<file path="config.mk">
export PLATFORM = sky130hd
export DESIGN_NAME = hbridge_leg_ctrl
export DESIGN_NICKNAME = d
export VERILOG_FILES = /design/src/rtl/hb_ctrl_pkg.sv /design/src/rtl/hb_sync.sv /design/src/rtl/hb_fault_latch.sv /design/src/rtl/hb_mode_gate.sv /design/src/rtl/hb_gate_out.sv /design/src/rtl/hbridge_leg_ctrl.sv
export SDC_FILE = /design/constraint.sdc
export NUM_CORES = 1
export LEC_CHECK = 0
export BUFFER_PORTS_ARGS = -buffer_cell sky130_fd_sc_hd__clkbuf_2
export CAP_MARGIN = 20
export CORE_MARGIN = 1.5
export CORE_UTILIZATION = 40
export CTS_CLUSTER_SIZE = 30
export DETAILED_ROUTE_END_ITERATION = 10
export GPL_TIMING_DRIVEN = 0
export HOLD_SLACK_MARGIN = 0.06
export SLEW_MARGIN = 20
export SYNTH_ARGS = -nofsm -noshare
export SYNTH_HDL_FRONTEND = slang
export SYNTH_SLANG_ARGS = --single-unit
</file>
<file path="constraint.sdc">
create_clock -name clk -period 1.5 [get_ports clk]
set_input_delay 0.15 -clock clk [delete_from_list [all_inputs] [get_ports clk]]
set_output_delay 0.15 -clock clk [all_outputs]
set_load 0.02 [all_outputs]
</file>
<file path="src/rtl/hb_ctrl_pkg.sv">
package hb_ctrl_pkg;
  typedef struct packed {
    logic hs;
    logic ls;
  } leg_gate_t;

  // Per-leg decode: a high direction input selects the high side, a low one
  // selects the low side, and the low side is chopped by PWM.
  function automatic leg_gate_t leg_decode(input logic dir, input logic pwm);
    leg_gate_t g;
    g.hs = dir;
    g.ls = ~dir & pwm;
    return g;
  endfunction
endpackage

</file>
<file path="src/rtl/hb_sync.sv">
module hb_sync #(
  parameter int W = 1
) (
  input  logic         clk,
  input  logic         rst_n,
  input  logic [W-1:0] d,
  output logic [W-1:0] q
);
  logic [W-1:0] meta;

  always_ff @(posedge clk or negedge rst_n) begin
    if (!rst_n) begin
      meta <= '0;
      q    <= '0;
    end else begin
      meta <= d;
      q    <= meta;
    end
  end
endmodule

</file>
<file path="src/rtl/hb_fault_latch.sv">
module hb_fault_latch (
  input  logic clk,
  input  logic rst_n,
  input  logic fault_i,
  input  logic dir_i,
  output logic latched_o
);
  logic dir_prev;
  logic clr_rise;

  assign clr_rise = dir_i & ~dir_prev;

  always_ff @(posedge clk or negedge rst_n) begin
    if (!rst_n) begin
      dir_prev  <= 1'b0;
      latched_o <= 1'b0;
    end else begin
      dir_prev <= dir_i;
      if (fault_i)       latched_o <= 1'b1;
      else if (clr_rise) latched_o <= 1'b0;
    end
  end

  // a raised flag is held on the next cycle
  p_fault_sets_r4: assert property (@(posedge clk) disable iff (!rst_n)
    fault_i |=> latched_o);

  // release happens only after a rising direction edge
  p_release_on_rise_r5: assert property (@(posedge clk) disable iff (!rst_n)
    $fell(latched_o) |-> $past(clr_rise));
endmodule

</file>
<file path="src/rtl/hb_mode_gate.sv">
module hb_mode_gate #(
  parameter int DEL_CYC = 40000
) (
  input  logic       clk,
  input  logic       rst_n,
  input  logic [1:0] mode_i,
  output logic [1:0] mode_o,
  output logic       pending_o
);
  localparam int CW = $clog2(DEL_CYC + 1);
  localparam logic [CW-1:0] LAST = CW'(DEL_CYC - 1);

  logic [1:0]    mode_d;
  logic [CW-1:0] cnt;

  assign pending_o = (mode_i != mode_o);

  always_ff @(posedge clk or negedge rst_n) begin
    if (!rst_n) begin
      mode_o <= 2'b00;
      mode_d <= 2'b00;
      cnt    <= '0;
    end else begin
      mode_d <= mode_i;
      if (!pending_o || (mode_i != mode_d)) begin
        cnt <= '0;
      end else if (cnt == LAST) begin
        mode_o <= mode_i;
        cnt    <= '0;
      end else begin
        cnt <= cnt + 1'b1;
      end
    end
  end

  // the applied pattern only ever moves to the requested one
  p_mode_follows_r6: assert property (@(posedge clk) disable iff (!rst_n)
    (mode_o != $past(mode_o)) |-> (mode_o == $past(mode_i)));
endmodule

</file>
<file path="src/rtl/hb_gate_out.sv">
module hb_gate_out (
  input  logic clk,
  input  logic rst_n,
  input  logic tgt_hs,
  input  logic tgt_ls,
  output logic hs_o,
  output logic ls_o
);
  always_ff @(posedge clk or negedge rst_n) begin
    if (!rst_n) begin
      hs_o <= 1'b0;
      ls_o <= 1'b0;
    end else begin
      hs_o <= tgt_hs & ~ls_o;
      ls_o <= tgt_ls & ~hs_o;
    end
  end

  // one leg never conducts through both switches
  p_leg_excl_r10: assert property (@(posedge clk) disable iff (!rst_n)
    !(hs_o && ls_o));

  // a side change passes through an all-off cycle
  p_break_first_r10: assert property (@(posedge clk) disable iff (!rst_n)
    $rose(hs_o) |-> !$past(ls_o));
endmodule

</file>
<file path="src/rtl/hbridge_leg_ctrl.sv">
module hbridge_leg_ctrl #(
  parameter int DEL_CYC = 40000
) (
  input  logic clk,
  input  logic rst_n,
  input  logic dir_a_i,
  input  logic dir_b_i,
  input  logic pwm_i,
  input  logic en_a_i,
  input  logic en_b_i,
  input  logic hs_ot_a_i,
  input  logic ls_oc_a_i,
  input  logic hs_ot_b_i,
  input  logic ls_oc_b_i,
  input  logic uv_i,
  input  logic ov_i,
  input  logic sense_dis_i,
  output logic hs_a_o,
  output logic ls_a_o,
  output logic hs_b_o,
  output logic ls_b_o,
  output logic pull_a_o,
  output logic pull_b_o,
  output logic sense_en_o,
  output logic standby_o
);
  import hb_ctrl_pkg::*;

  localparam int NLEG = 2;
  localparam int NSYN = 12;

  logic [NSYN-1:0] raw_in, syn;
  logic [NLEG-1:0] s_dir, s_en, s_flt, latched, hs, ls;
  logic            s_pwm, s_uv, s_ov, s_sdis, supply_bad, pending;
  logic [1:0]      mode_applied;

  assign raw_in = {sense_dis_i, ov_i, uv_i, pwm_i,
                   ls_oc_b_i, hs_ot_b_i, ls_oc_a_i, hs_ot_a_i,
                   en_b_i, en_a_i, dir_b_i, dir_a_i};

  hb_sync #(.W(NSYN)) u_sync (.clk(clk), .rst_n(rst_n), .d(raw_in), .q(syn));

  assign s_dir      = syn[1:0];
  assign s_en       = syn[3:2];
  assign s_flt      = {syn[7] | syn[6], syn[5] | syn[4]};
  assign s_pwm      = syn[8];
  assign s_uv       = syn[9];
  assign s_ov       = syn[10];
  assign s_sdis     = syn[11];
  assign supply_bad = s_uv | s_ov;

  hb_mode_gate #(.DEL_CYC(DEL_CYC)) u_mode (
    .clk(clk), .rst_n(rst_n), .mode_i(s_dir),
    .mode_o(mode_applied), .pending_o(pending)
  );

  for (genvar i = 0; i < NLEG; i++) begin : g_leg
    leg_gate_t dec;
    logic      allow;

    hb_fault_latch u_flt (
      .clk(clk), .rst_n(rst_n), .fault_i(s_flt[i]),
      .dir_i(s_dir[i]), .latched_o(latched[i])
    );

    assign dec   = leg_decode(mode_applied[i], s_pwm);
    assign allow = s_en[i] & ~latched[i] & ~supply_bad & ~pending;

    hb_gate_out u_out (
      .clk(clk), .rst_n(rst_n),
      .tgt_hs(dec.hs & allow), .tgt_ls(dec.ls & allow),
      .hs_o(hs[i]), .ls_o(ls[i])
    );

    // an externally lowered enable floats the leg
    p_en_low_off_r3: assert property (@(posedge clk) disable iff (!rst_n)
      !s_en[i] |=> (!hs[i] && !ls[i]));
  end

  assign hs_a_o   = hs[0];
  assign ls_a_o   = ls[0];
  assign hs_b_o   = hs[1];
  assign ls_b_o   = ls[1];
  assign pull_a_o = latched[0];
  assign pull_b_o = latched[1];

  always_ff @(posedge clk or negedge rst_n) begin
    if (!rst_n) begin
      sense_en_o <= 1'b0;
      standby_o  <= 1'b0;
    end else begin
      sense_en_o <= ~s_sdis;
      standby_o  <= ~(|s_dir) & ~s_pwm & ~(|s_en) & ~(|latched);
    end
  end

  // PWM low removes both low sides
  p_pwm_low_r2: assert property (@(posedge clk) disable iff (!rst_n)
    !s_pwm |=> (!ls_a_o && !ls_b_o));

  // supply outside window turns the bridge off
  p_supply_off_r7: assert property (@(posedge clk) disable iff (!rst_n)
    supply_bad |=> !(hs_a_o || ls_a_o || hs_b_o || ls_b_o));

  // nothing conducts while a pattern change is pending
  p_wait_off_r6: assert property (@(posedge clk) disable iff (!rst_n)
    pending |=> !(hs_a_o || ls_a_o || hs_b_o || ls_b_o));

  // sense enable follows the inverted disable
  p_sense_r8: assert property (@(posedge clk) disable iff (!rst_n)
    s_sdis |=> !sense_en_o);

  // no standby while a fault is held
  p_standby_r9: assert property (@(posedge clk) disable iff (!rst_n)
    (|latched) |=> !standby_o);
endmodule

</file>
==> results list <==
* Share of the synthesized area in the top cell type: 69.2%
- In this run, CTS created clock tree buffers numbering 5.
- Capture endpoint of the worst hold path: u_sync.q[0]
- The tree is rooted in a clkbuf_8.
- Comb pwr share: 6.3%
* Switching power share of the total: 23.2%
* Maximum vdd ir drop: 0.564 mV
- The pre-antenna-repair detailed-routing pass consisted of 6 iterations.
- Using the TritonRoute via totals, the vias-per-cell ratio works out to 4.79.
- Full die area: 0.00512 sq mm
- The endpoint identified for the worst register-to-register timing path is u_mode.mode_o[0].
* Worst Skew: 12.2 ps
* Vert. Die Dim: 71.6 microns
- Average wire per standard cell: 13.9 microns
- The HPWL after detailed placement is 2110 microns.
* I/O Pins: 22
- At the worst endpoint, the required time is 1690 ps.
* CTS Buffer Depth: 2
- Count of different cell masters after synthesis: 25
* GRT Residual Overflow: 0
- The tree built by TritonCTS fans out to 52 sinks.
- Starting utilization of the core area: 42.3%
- Sequential-to-total area share from yosys stat: 69.2%
* Critical register-to-register path startpoint: u_mode.cnt[2]
- Core box area: 0.00444 sq mm
* Max Cap Viol: 0
* Total number of vias: 1173
- Entering global routing, the biggest net connects 53 pins.
- Total Routing Usage GR: 14.6%
- In this run, synthesis produced a sequential element count of 52.
- Internal power: 1850 uW
- The max-slew violation count is 0.
- The worst hold path begins at u_sync.meta[0].
- In this run the power density over the cells is 982 mW/mm^2.
- Count of yosys warnings during synthesis: 0
* Share of power burned in the clock network: 32.8%
- The worst register-to-register path has a setup slack of -70 ps.
* Total detailed-routing wirelength: 3410 microns
* Number of nets in the layout: 209
- Clock-pin slew was measured on the worst setup and hold paths at 100 ps.
- Post-synth top area cell: dfrtp_1
* Via count of the first global-routing pass: 1209
- Post-route minimum period: 1570 ps
- HP Class: flop to flop
- Compared with the post-synthesis result, the final layout area differs by 30.5%.
* Endpoints failing setup: 13
* H-tree depth: 2
- Power share of the sequential group: 60.8%
- The first global-routing pass estimated 5720 microns of wire.
- The worst setup path is of the flop to flop kind.
* Post-route setup TNS: -249 ps
* Worst hold path cell count: 0
- Violated checks: negative setup slack
- The number of antenna violations at the first check in global routing came to 0.
- Max transition margin: 55.2%
- Setup repair after global routing could not meet its margin everywhere.
- Reg2Reg Depth: 4
* Final antenna diode count: 0
- Startpoint type of the worst setup path: flop
* Final antenna-violating net count: 0
- Outcome: complete, but fails checks
- Fmax: 637 MHz
- Clock insertion delay at the later pin of the skew report: 300 ps
- NetSw: 558 uW
- Residual DRC: 0
- Final hold analysis gives a worst-case slack of 356 ps.
* Pin slew with the least headroom to its limit: 673 ps
- Port bufs: 21
- Die span in x: 71.6 microns
- TritonCTS built the clock tree.
* Mean instance size in the synthesized netlist: 13.2 sq um
- Summed over all cells, the static leakage comes to 0.00111 uW.
* Share of post-route cells with drive strength above 1: 30.6%
- Worst setup margin: -71.1 ps
* Post-synthesis cell count: 143
- In this run the cell area of the synthesized design comes to 0.00188 sq mm.
* Placement row count: 24
- Largest fanout of any net on the critical path: 5
* Global placer's final weighted congestion: 0.778
- When the netlist entered floorplanning its net count stood at 160.
- Detailed router's first-iteration violation count: 78
- Kind of capture point of the worst setup path: flop
- Data arrival time at the worst-slack endpoint: 1760 ps
- The worst path uses 105% of the clock period.
- By area the synthesized netlist is led by dfrtp_1 (69%), xor2_1 (6.5%), nor2_1 (3.4%).
- The count of endpoints failing hold in the final timing report was 0.
[logic make-up (layout without fill, tap and decap cells)]
family,after synthesis,count (layout),share of synthesized area (%)
AOI/OAI and AO/OA,4,4,1.53
and+or+nand+nor,55,55,16.0
adders and majority gates,3,3,2.00
DFF,52,52,69.2
xor gates and xnor gates,16,16,7.45
buffers and inverters,11,61,2.66
muxes,2,2,1.20
[area by class of cell]
type	instances	area, sq um
Fill cell	382	1990
Sequential cell	52	1310
Multi-Input combinational cell	80	633
Timing Repair Buffer	43	313
Clock buffer	5	68.8
Tap cell	52	65.1
Buffer	4	23.8
Clock inverter	3	22.5
Inverter	6	22.5
[cells in the mapped netlist]
master / n
xnor2_1: 2
nor3_2: 1
nand3_1: 5
and3_1: 3
o211ai_1: 1
dfrtp_1: 52
ha_1: 3
nand4_1: 7
xor2_1: 14
nor4b_1: 3
nor2b_1: 1
nor4_1: 4
o21ai_0: 2
or4_1: 2
mux2_1: 2
and4_1: 3
nand2_1: 6
buf_6: 1
nor2_1: 17
o21bai_2: 1
nor3_1: 1
clkbuf_1: 3
and2_1: 2
inv_1: 6
buf_2: 1
[worst max-delay path, stage by stage (launching register included)]
cell and delay (ps):
dfrtp_1 430, and4_1 250, nand3_1 170, nor3_2 280
mux2_1 350
[layout by cell type (no fill, tap or decap), types with 3 or more instances in the layout]
cell type       n
and3_1          3
and4_1          3
buf_4           7
buf_6           3
clkbuf_2       20
clkbuf_8        5
dfrtp_1        49
dfrtp_2         3
dlygate4sd3_1  13
inv_1           6
nand2_1         6
nand3_1         5
nand4_1         7
nor2_1         11
nor2_2          4
nor4_1          4
xor2_1         12
[per-layer routing]
layer / vias to the layer above / global-route usage (%) / wire, microns
met1: 573 / 19.9 / 1630
met3: 6 / 2.95 / 86
met4: 0 / 5.66 / 51
li1: 575 / - / -
met5: - / 0 / 0
met2: 19 / 23.4 / 1650
[sequential cells by signal (all words and copies together), names as in the netlist]
signal / count
u_mode.cnt: 16
g_leg.u_out.ls_o: 2
sense_en_o: 1
standby_o: 1
g_leg.u_out.hs_o: 2
u_sync.meta: 12
u_mode.mode_o: 2
g_leg.u_flt.dir_prev: 1
u_mode.mode_d: 1
u_sync.q: 12
g_leg.u_flt.latched_o: 2
[stage by stage]
stage	worst slack (ps)	power, uW	instance area [sq um]	util [%]	instances
2_1_floorplan	5.40	1520	1880	-	143
3_3_place_gp	-165	1580	2050	46.1	216
3_5_place_dp	-181	1590	2050	46.2	216
4_1_cts	-44.1	2430	2380	53.6	243
5_1_grt	-178	2520	2450	55.2	245
6_report	-71.1	2410	2450	55.2	245
[worst max-delay path by stage]
stage                        from          endpoint  slack (ps)  cells past startpoint
finish              u_mode.cnt[2]  u_mode.mode_o[0]         -70                      4
detailed placement  u_mode.cnt[0]    u_mode.cnt[14]        -180                      6
global placement    u_mode.cnt[0]    u_mode.cnt[13]        -170                      6
CTS                   u_sync.q[0]  u_mode.mode_o[0]         -40                      4
floorplan           u_mode.cnt[0]  u_mode.mode_o[0]           5                      5
global route        u_mode.cnt[2]  u_mode.mode_o[0]        -180                      4
[repair_timing]
action | 4_1_cts | 5_1_grt
endpoints found under the hold margin | 64 | 0
pin swaps | 4 | 5
setup endpoints to repair | 19 | 18
hold buffers | 13 | 0
cloned | 0 | 1
gates resized for setup | 10 | 15
buffers inserted | 7 | 1
[power groups by stage]
stage	Clock [uW]	Combinational, uW	Sequential [uW]
2_1_floorplan	0	34.6	1490
3_3_place_gp	0	92.6	1490
3_5_place_dp	0	97.0	1490
4_1_cts	820	141	1470
5_1_grt	873	173	1470
6_report	791	153	1470
Note: power is estimated with default switching activity, not from simulation.
